**src/rtl/dma_eng_pkg.sv**
```systemverilog
package dma_eng_pkg;

  localparam int unsigned DMA_AW   = 16;
  localparam int unsigned DMA_DW   = 16;
  localparam int unsigned DMA_LW   = 13;
  localparam int unsigned DMA_CW   = DMA_LW + 1;
  localparam int unsigned DMA_TW   = 5;
  localparam int unsigned DMA_NTRG = 1 << DMA_TW;

  typedef enum logic [1:0] {
    ST_IDLE  = 2'd0,
    ST_ARMED = 2'd1,
    ST_RD    = 2'd2,
    ST_WR    = 2'd3
  } dma_st_e;

  typedef struct packed {
    logic [DMA_AW-1:0] src;
    logic [DMA_AW-1:0] dst;
    logic [DMA_LW-1:0] len;
    logic [2:0]        lmode;
    logic              word;
    logic [1:0]        tmode;
    logic [DMA_TW-1:0] trig;
    logic [1:0]        sstep;
    logic [1:0]        dstep;
    logic              irq_en;
    logic              low7;
  } dma_desc_t;

endpackage

```
**src/rtl/dma_rst_sync.sv**
```systemverilog
module dma_rst_sync (
  input  logic clk,
  input  logic rst_n,
  output logic rst_sync_n
);
  logic [1:0] sync_q;

  always_ff @(posedge clk or negedge rst_n) begin
    if (!rst_n) sync_q <= 2'b00;
    else        sync_q <= {sync_q[0], 1'b1};
  end

  assign rst_sync_n = sync_q[1];
endmodule

```
**src/rtl/dma_count_calc.sv**
```systemverilog
module dma_count_calc
  import dma_eng_pkg::*;
(
  input  logic [2:0]        lmode_i,
  input  logic [DMA_LW-1:0] len_i,
  input  logic              word_i,
  input  logic              low7_i,
  input  logic [DMA_LW-1:0] first_i,
  output logic [DMA_CW-1:0] count_o
);
  logic [DMA_LW-1:0] n_val;
  logic [DMA_CW-1:0] offset;
  logic [DMA_CW-1:0] raw;
  logic              is_var;

  always_comb begin
    if (word_i)      n_val = first_i;
    else if (low7_i) n_val = DMA_LW'(first_i[6:0]);
    else             n_val = DMA_LW'(first_i[7:0]);
  end

  always_comb begin
    is_var = 1'b1;
    offset = '0;
    unique case (lmode_i)
      3'b001:  offset = DMA_CW'(1);
      3'b010:  offset = DMA_CW'(0);
      3'b011:  offset = DMA_CW'(2);
      3'b100:  offset = DMA_CW'(3);
      default: is_var = 1'b0;
    endcase
  end

  always_comb begin
    if (!is_var)             raw = DMA_CW'(len_i);
    else if (n_val >= len_i) raw = DMA_CW'(len_i);
    else                     raw = DMA_CW'(n_val) + offset;
    count_o = (raw == '0) ? DMA_CW'(1) : raw;
  end
endmodule

```
**src/rtl/dma_addr_step.sv**
```systemverilog
module dma_addr_step
  import dma_eng_pkg::*;
(
  input  logic [DMA_AW-1:0] cur_i,
  input  logic [1:0]        code_i,
  input  logic              word_i,
  output logic [DMA_AW-1:0] nxt_o
);
  logic [DMA_AW-1:0] unit;

  assign unit = word_i ? DMA_AW'(2) : DMA_AW'(1);

  always_comb begin
    unique case (code_i)
      2'b00: nxt_o = cur_i;
      2'b01: nxt_o = cur_i + unit;
      2'b10: nxt_o = cur_i + (unit << 1);
      2'b11: nxt_o = cur_i - unit;
    endcase
  end
endmodule

```
**src/rtl/dma_trig_sel.sv**
```systemverilog
module dma_trig_sel
  import dma_eng_pkg::*;
(
  input  logic [DMA_TW-1:0]   sel_i,
  input  logic [DMA_NTRG-1:0] vec_i,
  input  logic                prev_done_i,
  input  logic                sw_req_i,
  output logic                fire_o
);
  logic hw_hit;

  always_comb begin
    if (sel_i == DMA_TW'(0))      hw_hit = 1'b0;
    else if (sel_i == DMA_TW'(1)) hw_hit = prev_done_i;
    else                          hw_hit = vec_i[sel_i];
  end

  assign fire_o = sw_req_i | hw_hit;
endmodule

```
**src/rtl/dma_xfer_engine.sv**
```systemverilog
module dma_xfer_engine
  import dma_eng_pkg::*;
(
  input  logic                clk,
  input  logic                rst_n,
  input  logic                arm_i,
  input  logic                abort_i,
  input  logic                sw_req_i,
  input  logic                prev_done_i,
  input  logic [DMA_NTRG-1:0] trig_vec_i,
  input  logic [DMA_AW-1:0]   cfg_src_i,
  input  logic [DMA_AW-1:0]   cfg_dst_i,
  input  logic [DMA_LW-1:0]   cfg_len_i,
  input  logic [2:0]          cfg_lmode_i,
  input  logic                cfg_word_i,
  input  logic [1:0]          cfg_tmode_i,
  input  logic [DMA_TW-1:0]   cfg_trig_i,
  input  logic [1:0]          cfg_sstep_i,
  input  logic [1:0]          cfg_dstep_i,
  input  logic                cfg_irq_en_i,
  input  logic                cfg_low7_i,
  output logic                mem_req_o,
  output logic                mem_we_o,
  output logic                mem_word_o,
  output logic [DMA_AW-1:0]   mem_addr_o,
  output logic [DMA_DW-1:0]   mem_wdata_o,
  input  logic [DMA_DW-1:0]   mem_rdata_i,
  input  logic                mem_gnt_i,
  output logic                armed_o,
  output logic                busy_o,
  output logic                done_o,
  output logic                irq_o
);
  localparam int unsigned NPTR = 2;

  logic rst_i_n;

  dma_st_e   st_q, st_n;
  dma_desc_t desc_q, desc_in;
  logic [DMA_AW-1:0] src_q, src_n, dst_q, dst_n;
  logic [DMA_DW-1:0] data_q;
  logic [DMA_CW-1:0] cnt_q, cnt_n, tgt_q, tgt_n, cnt_inc, calc_cnt;
  logic              tknown_q, tknown_n;
  logic              done_q, done_n, irq_q, irq_n;
  logic              desc_en, data_en, fire, arm_take, last_item;

  logic [DMA_AW-1:0] ptr_cur [NPTR];
  logic [1:0]        ptr_code[NPTR];
  logic [DMA_AW-1:0] ptr_nxt [NPTR];

  dma_rst_sync u_rst (
    .clk        (clk),
    .rst_n      (rst_n),
    .rst_sync_n (rst_i_n)
  );

  assign desc_in = '{src: cfg_src_i, dst: cfg_dst_i, len: cfg_len_i,
                     lmode: cfg_lmode_i, word: cfg_word_i, tmode: cfg_tmode_i,
                     trig: cfg_trig_i, sstep: cfg_sstep_i, dstep: cfg_dstep_i,
                     irq_en: cfg_irq_en_i, low7: cfg_low7_i};

  dma_trig_sel u_trig (
    .sel_i       (desc_q.trig),
    .vec_i       (trig_vec_i),
    .prev_done_i (prev_done_i),
    .sw_req_i    (sw_req_i),
    .fire_o      (fire)
  );

  dma_count_calc u_cnt (
    .lmode_i (desc_q.lmode),
    .len_i   (desc_q.len),
    .word_i  (desc_q.word),
    .low7_i  (desc_q.low7),
    .first_i (mem_rdata_i[DMA_LW-1:0]),
    .count_o (calc_cnt)
  );

  assign ptr_cur[0]  = src_q;
  assign ptr_cur[1]  = dst_q;
  assign ptr_code[0] = desc_q.sstep;
  assign ptr_code[1] = desc_q.dstep;

  for (genvar g = 0; g < NPTR; g++) begin : g_step
    dma_addr_step u_step (
      .cur_i  (ptr_cur[g]),
      .code_i (ptr_code[g]),
      .word_i (desc_q.word),
      .nxt_o  (ptr_nxt[g])
    );
  end

  assign arm_take  = arm_i && ((st_q == ST_IDLE) || (st_q == ST_ARMED));
  assign cnt_inc   = cnt_q + DMA_CW'(1);
  assign last_item = (cnt_inc >= tgt_q);
  assign desc_en   = arm_take && !abort_i;
  assign data_en   = (st_q == ST_RD) && mem_gnt_i && !abort_i;

  always_comb begin
    st_n     = st_q;
    src_n    = src_q;
    dst_n    = dst_q;
    cnt_n    = cnt_q;
    tgt_n    = tgt_q;
    tknown_n = tknown_q;
    done_n   = 1'b0;
    irq_n    = 1'b0;
    if (abort_i) begin
      st_n = ST_IDLE;
    end else if (arm_take) begin
      st_n     = ST_ARMED;
      src_n    = cfg_src_i;
      dst_n    = cfg_dst_i;
      cnt_n    = '0;
      tknown_n = 1'b0;
    end else begin
      unique case (st_q)
        ST_IDLE: ;
        ST_ARMED: if (fire) st_n = ST_RD;
        ST_RD: begin
          if (mem_gnt_i) begin
            if (!tknown_q) begin
              tgt_n    = calc_cnt;
              tknown_n = 1'b1;
            end
            st_n = ST_WR;
          end
        end
        ST_WR: begin
          if (mem_gnt_i) begin
            cnt_n = cnt_inc;
            src_n = ptr_nxt[0];
            dst_n = ptr_nxt[1];
            if (last_item) begin
              done_n = 1'b1;
              irq_n  = desc_q.irq_en;
              if (desc_q.tmode[1]) begin
                src_n    = desc_q.src;
                dst_n    = desc_q.dst;
                cnt_n    = '0;
                tknown_n = 1'b0;
                st_n     = ST_ARMED;
              end else begin
                st_n = ST_IDLE;
              end
            end else begin
              st_n = desc_q.tmode[0] ? ST_RD : ST_ARMED;
            end
          end
        end
      endcase
    end
  end

  always_ff @(posedge clk or negedge rst_i_n) begin
    if (!rst_i_n) begin
      st_q     <= ST_IDLE;
      src_q    <= '0;
      dst_q    <= '0;
      cnt_q    <= '0;
      tgt_q    <= '0;
      tknown_q <= 1'b0;
      done_q   <= 1'b0;
      irq_q    <= 1'b0;
    end else begin
      st_q     <= st_n;
      src_q    <= src_n;
      dst_q    <= dst_n;
      cnt_q    <= cnt_n;
      tgt_q    <= tgt_n;
      tknown_q <= tknown_n;
      done_q   <= done_n;
      irq_q    <= irq_n;
    end
  end

  always_ff @(posedge clk or negedge rst_i_n) begin
    if (!rst_i_n)     desc_q <= '0;
    else if (desc_en) desc_q <= desc_in;
  end

  always_ff @(posedge clk or negedge rst_i_n) begin
    if (!rst_i_n)     data_q <= '0;
    else if (data_en) data_q <= mem_rdata_i;
  end

  assign mem_req_o   = (st_q == ST_RD) || (st_q == ST_WR);
  assign mem_we_o    = (st_q == ST_WR);
  assign mem_word_o  = desc_q.word;
  assign mem_addr_o  = (st_q == ST_WR) ? dst_q : src_q;
  assign mem_wdata_o = desc_q.word ? data_q : {8'h00, data_q[7:0]};
  assign armed_o     = (st_q != ST_IDLE);
  assign busy_o      = mem_req_o;
  assign done_o      = done_q;
  assign irq_o       = irq_q;
endmodule

```
**config.mk**
```make
export PLATFORM = sky130hd
export DESIGN_NAME = dma_xfer_engine
export DESIGN_NICKNAME = d
export VERILOG_FILES = /design/src/rtl/dma_eng_pkg.sv /design/src/rtl/dma_rst_sync.sv /design/src/rtl/dma_count_calc.sv /design/src/rtl/dma_addr_step.sv /design/src/rtl/dma_trig_sel.sv /design/src/rtl/dma_xfer_engine.sv
export SDC_FILE = /design/constraint.sdc
export NUM_CORES = 1
export LEC_CHECK = 0
export BUFFER_PORTS_ARGS = -buffer_cell sky130_fd_sc_hd__buf_2
export CAP_MARGIN = 0
export CORE_MARGIN = 5
export CORE_UTILIZATION = 40
export CTS_CLUSTER_SIZE = 24
export DETAILED_ROUTE_END_ITERATION = 7
export GPL_ROUTABILITY_DRIVEN = 0
export PLACE_DENSITY = 0.63
export SETUP_SLACK_MARGIN = 0.05
export SLEW_MARGIN = 0
export SYNTH_ARGS = -nofsm -noshare
export SYNTH_HDL_FRONTEND = slang
export SYNTH_SLANG_ARGS = --single-unit
export TNS_END_PERCENT = 30
```
**constraint.sdc**
```tcl
create_clock -name clk -period 8.5 [get_ports clk]
set_input_delay 0 -clock clk [delete_from_list [all_inputs] [get_ports clk]]
set_output_delay 0 -clock clk [all_outputs]
set_load 0.02 [all_outputs]
```
==> results.md <==
* Crit path launch: cnt_q[0]$_DFFE_PN0P_
* Worst reg2reg startpoint: cnt_q[0]$_DFFE_PN0P_
* Worst Setup Path Type: reg -> reg
* Clock Latency Late Sink at 0.44 ns
* CTS tree: yes
* Delay of the slowest cell on the worst path at 0.81 ns
* Cts repair resizes at 0
* # hold bufs at CTS at 84
* Arrival @ worst endpoint at 4.64 ns
* Post CTS Setup Buffer Count at 0
* Global-route wire length before repair at 48.5 mm
* R2R depth at 14
* Seq/Total Area, Yosys at 35.6%
* DRC Markers at 0
* Fin crit share at 50.5%
* Initial Util at a little over 40%
* Detailed Place HPWL at approximately 20 mm
* CTS Buf Count at 17
* Startpoint types: flop
* CTS clk-pin slew, worst paths at about 0.07 ns
* Post-DRT Antenna Nets at 0
* CTS HTree Levels at 4
* Mapped Avg Cell Area at around 8.6 µm²
* Slew of the pin with the lowest slew margin at 1.09 ns
* Crit path depth at 14
* Pwr Total at 2.76 mW
* Nets at between 1,500 and 2,000
* CTS sink count at ~150
* P per Cell Area at 219 mW/mm²
* Die W at 170 µm
* Crit path max fanout at 60
* DR vias/cell at 5.35
* Crit path to: dst_q[13]$_DFFE_PN0P_
* Cell Rows at 58
* R2R setup slack at approximately 4.2 ns
* Synth area leaders: dfrtp_1 36%, nand2_1 8.4%, ha_1 7.9%
* Cells after Synth at between 1,000 and 1,500
* Number of DRC markers in iteration 0 at 557
* Pin count of the biggest net entering global routing at 81
* I/O pin cnt at ~160
* Asr flop ratio synth at 100%
* Fin. max-slew vios at 0
* Req. time, crit path at 8.85 ns
* CORE AREA at 0.0251 mm²
* Max-cap viol count at 0
* Total GRT Usage at about a fifth
* Max Clk Rate at 233 MHz
* Cell area after synthesis at 0.0102 mm²
* Crit-path cells: ha_1 -> and3_1 -> nand3_1 -> nor3_1 -> xor2_1 -> ha_1 -> a21o_1 -> a21oi_1 -> o311a_1 -> nor3_4 -> buf_4 -> nor2_1 -> o21ai_0 -> a31oi_1
* IR drop worst, VDD at 0.122 mV
* Fillers at 2,416
* Routed vias at 9,262
* Die Y at ~170 µm
* CTS max path bufs at 2
* Proportion of layout cells with a drive suffix above 1 at 18.3%
* Top cell family by delay on the critical path: simple AND/OR/NAND/NOR gates
* Full die area at between 0.02 and 0.03 mm²
* Max stage delay cell, worst path: nor2_1
* Final wirelength at 29.2 mm
* Tmin final at 4.29 ns
* Vias in the first global route at roughly 9,500
* Antenna violations before repair at 0
* RSZ-0062 raised after global routing: false
* CTS root buf: clkbuf_16
* DR WL/cell at 16.8 µm
* Number of port buffers at 153
* R2r endpoint: dst_q[13]$_DFFE_PN0P_
* Ys flop type: dfrtp_1
* Crit path buf inv count at 1
* Critical path's most frequent cell: ha_1
* Relative slew slack at ~27%
* Worst Hold Class: reg -> async
* Unique masters post-synth at 74
* Synth top area share at 35.6%
* N_diodes at 0
* Synth Register Bits at 145
* Overflow after GRT at 0
* Final setup violating endpoints at 0
* Max Clock Skew at 0.0140 ns
* Worst Setup End Kind: flop
* Hold Fails Final Rpt at 0
* Post-synth EDFFs at 0
* Cell accounting for the most synthesized area: dfrtp_1
* Setup TNS Final at 0 ns
* Syn_nets at 1,377
* P&R area growth vs syn at 23.4%
* YS warnings at 0
* Pre-antenna DRT Iters at 5
* Status: finished clean
* Static Leak at 6.03 nW
==> layout by cell type (no fill, tap or decap), types with 6 or more instances in the layout <==
cell,n
buf_2,153
nor2_1,70
nand2_1,228
o21a_1,6
dlygate4sd3_1,84
o22ai_1,9
and3_1,11
o211ai_1,9
nand2b_1,18
and2_1,12
nor4_1,6
nor2b_1,10
o21ai_1,6
a31oi_1,13
ha_1,64
mux4_2,9
mux2_2,31
dfrtp_1,144
xor2_1,27
xnor2_1,40
buf_4,11
a21oi_1,53
clkbuf_16,17
a22o_1,10
a211oi_1,36
nand3_1,31
o21ai_0,81
inv_1,58
mux2i_1,20
nor3_1,19
nand4_1,12
a21o_1,17
==> Yosys cell counts (all sizes together), types with 10 or more instances <==
cell      n
buf      29
nor2b    10
a211oi   36
xor2     27
dfrtp   145
nor3     22
nand3    31
mux2     31
a21oi    55
a31oi    13
xnor2    40
nand2   228
o211ai   10
nor2     72
and2     12
nand4    12
ha       64
inv      58
mux2i    20
clkbuf   40
and3     11
a21o     17
a22o     10
o21ai    88
nand2b   19
==> layer usage <==
metal / wire length, µm / track usage (%) / vias up
met3: 1780 / 3.87 / 42
met5: 0 / 0 / -
met4: 650 / 6.37 / 0
li1: - / - / 4562
met2: 13300 / 33.2 / 278
met1: 13500 / 28.6 / 4380
==> state kept, by name (all words and copies together), names as in the netlist <==
register      cells
tknown_q          1
done_o            1
tgt_q            14
st_q              2
u_rst.sync_q      2
src_q            16
dst_q            16
irq_o             1
mem_word_o        1
desc_q           61
data_q           16
cnt_q            14
==> final cells by class <==
class / instances / area [µm²] / share of cell area, %
Clock inverter: 15 / 166 / 1.32
Timing Repair Buffer: 248 / 1690 / 13.4
Clock buffer: 17 / 425 / 3.38
Sequential cell: 145 / 3630 / 28.9
Tap cell: 330 / 413 / 3.28
Inverter: 59 / 221 / 1.76
Multi-Input combinational cell: 918 / 6040 / 48.0
==> worst min path at each step <==
stage	start	to	slack, ns	depth (start not counted)
final	u_rst.sync_q[1]$_DFF_PN0_	st_q[1]$_DFFE_PN0P_	0.27	0
after CTS	cfg_trig_i[1]	desc_q[7]$_DFFE_PN0P_	0.27	4
after detailed placement	rst_n	u_rst.sync_q[0]$_DFF_PN0_	-0.21	1
after global routing	cfg_trig_i[1]	desc_q[7]$_DFFE_PN0P_	0.30	4
after floorplan	rst_n	u_rst.sync_q[0]$_DFF_PN0_	-0.30	0
after global placement	rst_n	u_rst.sync_q[0]$_DFF_PN0_	-0.21	1
==> metrics by stage <==
step	hold slack (ns)	std cells	utilization (%)	instance area, µm²	worst slack, ns
4_1_cts	0.268	1732	50.1	12600	4.22
5_1_grt	0.304	1732	50.1	12600	3.92
3_3_place_gp	-0.214	1616	44.4	11200	4.28
6_report	0.270	1732	50.1	12600	4.21
3_5_place_dp	-0.208	1616	44.4	11200	4.23
2_1_floorplan	-0.296	1191	-	10200	4.16
==> kinds of logic (layout without fill, tap and decap cells) <==
family	count (synthesis)	in the layout	share of synthesized area [%]
mux	60	60	7.37
compound gates	279	279	17.5
fa+ha+maj	69	69	8.83
other cells	1	1	0.0368
xor+xnor	67	67	5.75
buf+inv	128	339	5.35
flops	145	145	35.6
simple gates	442	442	19.5
==> where the power goes <==
group,switching (mW),leakage (nW),internal [mW],total [mW]
Clock,0.356,0.285,0.417,0.773
Sequential,0.148,1.82,0.822,0.970
Combinational,0.562,3.92,0.455,1.02
Total,1.07,6.03,1.69,2.76
Power figures use the tool's default switching activity.
